## src/rtl/txq_pkg.sv

```systemverilog
// Shared constants for the transmit queue controller: register map and
// address field split. Assumes a word-addressed bus of ADDR_W bits where
// the upper two bits select a page and the lower bits select an entry.
package txq_pkg;
    localparam int ADDR_W = 6;
    localparam int IDX_W  = 4;
    localparam int PAGE_W = ADDR_W - IDX_W;
    localparam int ERR_W  = 2;

    typedef enum logic [PAGE_W-1:0] {
        PG_CTRL = 2'd0,
        PG_PTR  = 2'd1,
        PG_CNT  = 2'd2,
        PG_NONE = 2'd3
    } page_e;

    localparam logic [ADDR_W-1:0] ADDR_START = 6'h00;
    localparam logic [ADDR_W-1:0] ADDR_STOP  = 6'h01;
    localparam logic [ADDR_W-1:0] ADDR_FLUSH = 6'h02;
    localparam logic [ADDR_W-1:0] ADDR_ERR   = 6'h03;

    localparam int ERR_START = 0;
    localparam int ERR_PTR   = 1;
endpackage

```

## src/rtl/txq_slot.sv

```systemverilog
// One transmit queue: run bit, stop request, flush bit, pending counter
// and descriptor pointer. Assumes at most one bus action per cycle and
// that the decoder has already qualified each request for this queue.
module txq_slot #(
    parameter int PTR_W = 32,
    parameter int CNT_W = 4
) (
    input  logic             clk,
    input  logic             rst_n,
    input  logic             start_req,
    input  logic             stop_set,
    input  logic             stop_clr_all,
    input  logic             flush_we,
    input  logic             flush_val,
    input  logic             ptr_we,
    input  logic [PTR_W-1:0] ptr_val,
    input  logic             enq,
    input  logic             done,
    output logic             run,
    output logic             stop_pend,
    output logic             flush_on,
    output logic [CNT_W-1:0] cnt,
    output logic [PTR_W-1:0] ptr,
    output logic             start_refused,
    output logic             ptr_refused
);
    localparam logic [CNT_W-1:0] CNT_MAX = '1;
    localparam logic [CNT_W-1:0] CNT_ONE = CNT_W'(1);

    logic             run_q, stop_q, flush_q;
    logic [CNT_W-1:0] cnt_q, cnt_d;
    logic [PTR_W-1:0] ptr_q;
    logic             dec_req;

    // Next counter value: flush replaces done strobes while stopping.
    always_comb begin
        dec_req = (stop_q && flush_q) ? 1'b1 : done;
        cnt_d   = cnt_q;
        if (enq && !dec_req) begin
            if (cnt_q != CNT_MAX) cnt_d = cnt_q + CNT_ONE;
        end else if (!enq && dec_req) begin
            if (cnt_q != '0) cnt_d = cnt_q - CNT_ONE;
        end
    end

    // State update for run bit, stop request, flush bit, counter, pointer.
    always_ff @(posedge clk) begin
        if (!rst_n) begin
            run_q   <= 1'b0;
            stop_q  <= 1'b0;
            flush_q <= 1'b0;
            cnt_q   <= '0;
            ptr_q   <= '0;
        end else begin
            if (start_req && !stop_q)           run_q <= 1'b1;
            else if (stop_q && cnt_d == '0)     run_q <= 1'b0;
            if (stop_clr_all)                   stop_q <= 1'b0;
            else if (stop_set)                  stop_q <= 1'b1;
            if (flush_we)                       flush_q <= flush_val;
            if (ptr_we && !run_q)               ptr_q <= ptr_val;
            cnt_q <= cnt_d;
        end
    end

    assign run           = run_q;
    assign stop_pend     = stop_q;
    assign flush_on      = flush_q;
    assign cnt           = cnt_q;
    assign ptr           = ptr_q;
    assign start_refused = start_req && stop_q;
    assign ptr_refused   = ptr_we && run_q;
endmodule

```

## src/rtl/txq_decode.sv

```systemverilog
// Write decoder: turns one bus write into per-queue request vectors.
// Assumes NQ fits in both the entry field and the data word.
module txq_decode
    import txq_pkg::*;
#(
    parameter int NQ     = 10,
    parameter int DATA_W = 32
) (
    input  logic              bus_we,
    input  logic [ADDR_W-1:0] bus_addr,
    input  logic [DATA_W-1:0] bus_wdata,
    output logic [NQ-1:0]     start_req,
    output logic [NQ-1:0]     stop_set,
    output logic              stop_clr_all,
    output logic              flush_we,
    output logic [NQ-1:0]     ptr_we,
    output logic [ERR_W-1:0]  err_clr
);
    logic [PAGE_W-1:0] page;
    logic [IDX_W-1:0]  idx;

    assign page = bus_addr[ADDR_W-1:IDX_W];
    assign idx  = bus_addr[IDX_W-1:0];

    // Control page strobes.
    always_comb begin
        start_req    = (bus_we && bus_addr == ADDR_START) ? bus_wdata[NQ-1:0] : '0;
        stop_clr_all = bus_we && bus_addr == ADDR_STOP && bus_wdata == '0;
        stop_set     = (bus_we && bus_addr == ADDR_STOP) ? bus_wdata[NQ-1:0] : '0;
        flush_we     = bus_we && bus_addr == ADDR_FLUSH;
        err_clr      = (bus_we && bus_addr == ADDR_ERR) ? bus_wdata[ERR_W-1:0] : '0;
    end

    // One pointer write strobe per queue.
    for (genvar q = 0; q < NQ; q++) begin : g_ptr
        assign ptr_we[q] = bus_we && page == PG_PTR && idx == IDX_W'(q);
    end
endmodule

```

## src/rtl/txq_rdmux.sv

```systemverilog
// Read multiplexer: selects the register at the bus address. Unmapped
// addresses and entries beyond NQ read as zero.
module txq_rdmux
    import txq_pkg::*;
#(
    parameter int NQ     = 10,
    parameter int DATA_W = 32,
    parameter int CNT_W  = 4
) (
    input  logic [ADDR_W-1:0]            bus_addr,
    input  logic [NQ-1:0]                run,
    input  logic [NQ-1:0]                stop_pend,
    input  logic [NQ-1:0]                flush_on,
    input  logic [ERR_W-1:0]             err,
    input  logic [NQ-1:0][DATA_W-1:0]    ptr_all,
    input  logic [NQ-1:0][CNT_W-1:0]     cnt_all,
    output logic [DATA_W-1:0]            bus_rdata
);
    logic [PAGE_W-1:0] page;
    logic [IDX_W-1:0]  idx;

    assign page = bus_addr[ADDR_W-1:IDX_W];
    assign idx  = bus_addr[IDX_W-1:0];

    // Page and entry selection.
    always_comb begin
        bus_rdata = '0;
        case (page)
            PG_CTRL: begin
                if (bus_addr == ADDR_START)      bus_rdata[NQ-1:0]    = run;
                else if (bus_addr == ADDR_STOP)  bus_rdata[NQ-1:0]    = stop_pend;
                else if (bus_addr == ADDR_FLUSH) bus_rdata[NQ-1:0]    = flush_on;
                else if (bus_addr == ADDR_ERR)   bus_rdata[ERR_W-1:0] = err;
            end
            PG_PTR: begin
                for (int q = 0; q < NQ; q++)
                    if (idx == IDX_W'(q)) bus_rdata = ptr_all[q];
            end
            PG_CNT: begin
                for (int q = 0; q < NQ; q++)
                    if (idx == IDX_W'(q)) bus_rdata[CNT_W-1:0] = cnt_all[q];
            end
            default: bus_rdata = '0;
        endcase
    end
endmodule

```

## src/rtl/txq_ctrl.sv

```systemverilog
// Transmit queue start/stop controller top: NQ queue slots, a write
// decoder, a read multiplexer and the sticky error flags. Stops are
// scheduled and complete only when a queue's pending counter is empty.
module txq_ctrl
    import txq_pkg::*;
#(
    parameter int NQ    = 10,
    parameter int PTR_W = 32,
    parameter int CNT_W = 4
) (
    input  logic              clk,
    input  logic              rst_n,
    input  logic              bus_we,
    input  logic [5:0]        bus_addr,
    input  logic [PTR_W-1:0]  bus_wdata,
    output logic [PTR_W-1:0]  bus_rdata,
    input  logic [NQ-1:0]     enq_strobe,
    input  logic [NQ-1:0]     done_strobe,
    output logic [NQ-1:0]     q_enable
);
    logic [NQ-1:0]             start_req, stop_set, ptr_we;
    logic                      stop_clr_all, flush_we;
    logic [ERR_W-1:0]          err_clr, err_q;
    logic [NQ-1:0]             stop_pend, flush_en, start_ref, ptr_ref;
    logic [NQ-1:0][CNT_W-1:0]  cnt_all;
    logic [NQ-1:0][PTR_W-1:0]  ptr_all;

    txq_decode #(.NQ(NQ), .DATA_W(PTR_W)) u_dec (
        .bus_we(bus_we), .bus_addr(bus_addr), .bus_wdata(bus_wdata),
        .start_req(start_req), .stop_set(stop_set), .stop_clr_all(stop_clr_all),
        .flush_we(flush_we), .ptr_we(ptr_we), .err_clr(err_clr)
    );

    for (genvar q = 0; q < NQ; q++) begin : g_slot
        txq_slot #(.PTR_W(PTR_W), .CNT_W(CNT_W)) u_slot (
            .clk(clk), .rst_n(rst_n),
            .start_req(start_req[q]), .stop_set(stop_set[q]),
            .stop_clr_all(stop_clr_all), .flush_we(flush_we),
            .flush_val(bus_wdata[q]), .ptr_we(ptr_we[q]), .ptr_val(bus_wdata),
            .enq(enq_strobe[q]), .done(done_strobe[q]),
            .run(q_enable[q]), .stop_pend(stop_pend[q]), .flush_on(flush_en[q]),
            .cnt(cnt_all[q]), .ptr(ptr_all[q]),
            .start_refused(start_ref[q]), .ptr_refused(ptr_ref[q])
        );
    end

    // Sticky error flags: set on a refusal, cleared by writing a one.
    always_ff @(posedge clk) begin
        if (!rst_n) begin
            err_q <= '0;
        end else begin
            err_q[ERR_START] <= (err_q[ERR_START] && !err_clr[ERR_START]) || (|start_ref);
            err_q[ERR_PTR]   <= (err_q[ERR_PTR]   && !err_clr[ERR_PTR])   || (|ptr_ref);
        end
    end

    txq_rdmux #(.NQ(NQ), .DATA_W(PTR_W), .CNT_W(CNT_W)) u_rd (
        .bus_addr(bus_addr), .run(q_enable), .stop_pend(stop_pend),
        .flush_on(flush_en), .err(err_q), .ptr_all(ptr_all),
        .cnt_all(cnt_all), .bus_rdata(bus_rdata)
    );
endmodule

```

## config.mk

```make
export PLATFORM = sky130hd
export DESIGN_NAME = txq_ctrl
export DESIGN_NICKNAME = d
export VERILOG_FILES = /design/src/rtl/txq_pkg.sv /design/src/rtl/txq_slot.sv /design/src/rtl/txq_decode.sv /design/src/rtl/txq_rdmux.sv /design/src/rtl/txq_ctrl.sv
export SDC_FILE = /design/constraint.sdc
export NUM_CORES = 1
export LEC_CHECK = 0
export CORE_MARGIN = 2
export CORE_UTILIZATION = 55
export CTS_CLUSTER_DIAMETER = 120
export DETAILED_ROUTE_END_ITERATION = 10
export DONT_BUFFER_PORTS = 1
export PLACE_DENSITY_LB_ADDON = 0.2
export RECOVER_POWER = 50
export SETUP_SLACK_MARGIN = 0.5
export SLEW_MARGIN = 0
export SYNTH_ARGS = -nofsm -noshare
export SYNTH_HDL_FRONTEND = slang
export SYNTH_SLANG_ARGS = --single-unit
```

## constraint.sdc

```tcl
create_clock -name clk -period 2.8 [get_ports clk]
set_input_delay 0.56 -clock clk [delete_from_list [all_inputs] [get_ports clk]]
set_output_delay 0.56 -clock clk [all_outputs]
set_load 0.005 [all_outputs]
```

==> impl_results.md <==
* Pwr Density at 572 nW/um2
* Pins Over Slew Limit at 0
* Synth Net Count at 2652
* Worst skew pair latency at 0.54 ns
* Setup-failing EPs final at 3
* Vias in the first global route at 17.9k
* Final ANT Viol Nets at 0
* Max cap viols at 0
* Netlist cell types at 79
* Tot GR Track Use at 35.8%
* Setup Slack @ Placement at 0.0418 ns
* Largest net degree at the start of global routing at 132
* Min Tclk post-route at 2.93 ns
* H-tree depth at 2
* Hold_sp: rst_n
* Nets at 2561
* Worst Path Max Fanout at 2
* R2R Path End: g_slot[8].u_slot.run
* Detailed placer's ending HPWL at 42100 um
* Placed Cells at 2869
* Final WS setup at -0.132 ns
* Fmax at 341 MHz
* Reg-to-reg startpoint: g_slot[8].u_slot.cnt[0]
* Hold_ws at 0.140 ns
* Worst-margin pin slew at 1.18 ns
* Vias per cell at 6.59
* Status: complete, but fails checks
* Reg-to-reg slack, setup at 0.61 ns
* Initial cell density of the core at 55.6%
* VDD IR max at 0.565 mV
* Post-cts hold buffer count at 0
* Required time worst endpoint at 2.24 ns
* Max Root-Sink Buffers at 3
* Area grow syn2layout at 14.7%
* Routed len/inst at 23.2 um
* Cell count after synthesis at 2571
* Yosys Warn Count at 0
* Worst Setup Path Type: flop to output pin
* Die H at 193 um
* Port Buf Inserts at 0
* Register bit total from synthesis at 392
* Gr ovfl total at 0
* Critical Path Start Type: flop
* Sequential fraction of the synthesis area at 39.9%
* Post-Route WL at 68900 um
* Final Non-Filler Cells at 2974
* CP startpoint: g_slot[1].u_slot.run
* Crit share post-route at 105%
* DIE WIDTH at 193 um
* Skew final at 0.0116 ns
* Vias at 19.6k
* Post-synth EDFFs at 0
* Mapped Area at 19700 um2
* # IOs at 103
* Core area at 35400 um2
* CTS tree: yes
* Drt initial violations at 2708
* Full die area at 37300 um2
* Failing checks: negative setup slack
* Residual DRC count at 0
* Area of the multi-input gates at 11400 um2
* Layout fillers at 2966
* Storage element area at 7930 um2
* Worst Setup End Kind: output pin
* RSZ-0062 raised after global routing: true
* Dominant synthesized flop cell: dfxtp_1
* Clock sink count at 392
* Layout cells sized above 1 at 15.0%
* Arr. time, crit path at 2.37 ns
* Clock slew at reported path FFs at 0.06 ns
* Slew HR at 20.3%
* Pleak at 7.82 nW
* Drt first pass iters at 6
* First-pass GRT wire length at 103000 um
* Initial antenna violation count at 0
* Placer Congestion at 0.911
* Syn avg cell area at 7.65 um2
* Site row count at 69
* R2R depth at 7
* Hold Fails Final Rpt at 0
* Root buffer cell: clkbuf_16
* Asr flop ratio synth at 0%
* Worst Setup EP: bus_rdata[1]
* Min-delay worst type: input port to flop
* CTS buffer count at 42
[layout by cell type (no fill, tap or decap), types with 10 or more instances in the layout]
| master | synthesis | final |
|---|---|---|
| ha_1 | 20 | 20 |
| clkbuf_1 | 159 | 14 |
| nor2_1 | 163 | 160 |
| dfxtp_2 | 0 | 32 |
| o21ai_0 | 107 | 71 |
| nor3_1 | 43 | 34 |
| nor4_1 | 17 | 17 |
| and3_1 | 17 | 15 |
| inv_1 | 43 | 41 |
| o21ai_1 | 1 | 30 |
| mux2i_1 | 79 | 73 |
| a21oi_1 | 386 | 362 |
| o211ai_1 | 15 | 15 |
| nand4_1 | 10 | 10 |
| o22ai_1 | 35 | 22 |
| nand2_1 | 616 | 612 |
| mux2_2 | 19 | 19 |
| a221oi_1 | 21 | 18 |
| nand2b_1 | 20 | 17 |
| a22oi_1 | 11 | 10 |
| nand3_1 | 42 | 39 |
| dfxtp_1 | 392 | 350 |
| buf_4 | 22 | 67 |
| a22o_1 | 17 | 17 |
| dfxtp_4 | 0 | 10 |
| clkbuf_16 | 0 | 44 |
| a21oi_2 | 0 | 20 |
| buf_6 | 8 | 13 |
| a21o_1 | 11 | 11 |
| mux4_2 | 14 | 14 |
| buf_12 | 0 | 15 |
| nor3b_1 | 14 | 14 |
[through the flow]
stage               instance area [um2]  util (%)  TNS [ns]  power [mW]
floorplan                         20000         -         0        6.93
global placement                  20100      56.8         0        7.06
detailed placement                20100      56.8         0        7.10
CTS                               22200      62.7    -0.105        12.8
global route                      22600      63.7    -0.341        13.3
finish                            22600      63.7    -0.240        12.9
[flip-flops by register name, indices dropped and copies added (netlist names)]
name                     flops
g_slot.u_slot.ptr          320
err_q                        2
g_slot.u_slot.stop_pend     10
g_slot.u_slot.flush_on      10
g_slot.u_slot.cnt           40
g_slot.u_slot.run           10
[power breakdown]
group	total (mW)	switching [mW]	internal, mW
clock	5.76	2.33	3.43
combinational	1.36	0.787	0.571
sequential	5.79	0.125	5.66
[layer usage]
layer / track usage [%] / part of all wire [%]
met1: 47.8 / 39
met2: 55.5 / 44
met3: 8.80 / 12
met4: 14.8 / 4.2
met5: 0 / 0
[worst max-delay path, stage by stage (launching register included)]
cell and delay (ns):
dfxtp_2 0.32, or3_1 0.31, mux4_2 0.49, a22o_1 0.26, or4_4 0.46
[cells in the mapped netlist, types with 6 or more instances]
master | n | share of area, %
nand3_1 | 42 | 1.1
nor2_1 | 163 | 3.1
buf_6 | 8 | 0.46
buf_2 | 42 | 1.1
a31oi_1 | 10 | 0.32
o211ai_1 | 15 | 0.57
o22ai_1 | 35 | 1.1
o221ai_1 | 13 | 0.58
and3_1 | 17 | 0.54
nand4_1 | 10 | 0.32
o2111ai_1 | 13 | 0.58
mux2i_1 | 79 | 4.0
a22oi_1 | 11 | 0.42
a211o_1 | 9 | 0.40
a21oi_1 | 386 | 9.8
or4_1 | 11 | 0.42
or3_1 | 10 | 0.32
inv_1 | 43 | 0.82
o31ai_1 | 7 | 0.27
o21a_1 | 6 | 0.23
nand2b_1 | 20 | 0.64
nor3_1 | 43 | 1.1
and3b_1 | 7 | 0.31
o2bb2ai_1 | 21 | 0.94
a21o_1 | 11 | 0.42
mux2_2 | 19 | 1.1
buf_1 | 10 | 0.19
ha_1 | 20 | 1.3
a41oi_1 | 6 | 0.27
a221oi_1 | 21 | 0.94
o21ai_0 | 107 | 2.7
a22o_1 | 17 | 0.76
nand2_1 | 616 | 12
nor4_1 | 17 | 0.54
mux4_2 | 14 | 1.6
nor2b_1 | 9 | 0.29
a211oi_1 | 9 | 0.34
nor3b_1 | 14 | 0.53
clkbuf_1 | 159 | 3.0
o311ai_0 | 10 | 0.45
dfxtp_1 | 392 | 40
buf_4 | 22 | 0.84
[logic make-up (layout without fill, tap and decap cells)]
logic type / Yosys count / in the layout / synth area share [%]
compound gates: 747 / 747 / 23.0
simple gates: 1011 / 1012 / 22.5
buf+inv: 285 / 225 / 6.43
flops: 392 / 392 / 39.9
mux: 112 / 112 / 6.71
fa+ha+maj: 20 / 20 / 1.27
xor+xnor: 4 / 4 / 0.178
other cells: 0 / 1 / 0
[cell type report]
class                           count  share of cell area [%]
Clock inverter                     16                   0.849
Inverter                           44                   0.765
Antenna cell                        1                  0.0111
Timing Repair Buffer              105                    4.53
Clock buffer                       60                    5.45
Tap cell                          461                    2.56
Sequential cell                   392                    35.1
Multi-Input combinational cell   1895                    50.7
[how the worst min path moves through the flow]
| stage | end | slack [ns] | cells past startpoint |
|---|---|---|---|
| floorplan | g_slot[2].u_slot.ptr[13] | 0.43 | 2 |
| global placement | g_slot[2].u_slot.ptr[6] | 0.43 | 2 |
| detailed placement | g_slot[4].u_slot.ptr[30] | 0.44 | 2 |
| CTS | g_slot[3].u_slot.cnt[1] | 0.13 | 2 |
| global route | g_slot[6].u_slot.cnt[1] | 0.12 | 1 |
| finish | g_slot[6].u_slot.cnt[1] | 0.14 | 1 |
[what timing repair did]
action                                 4_1_cts  5_1_grt
gates resized for setup                    117       90
setup endpoints to repair                   32       36
setup buffers                               19        7
endpoints found under the hold margin        0        0
gates cloned                                 1        1
pin swaps                                   56       49
No activity file was read; power rests on OpenSTA's default activity.
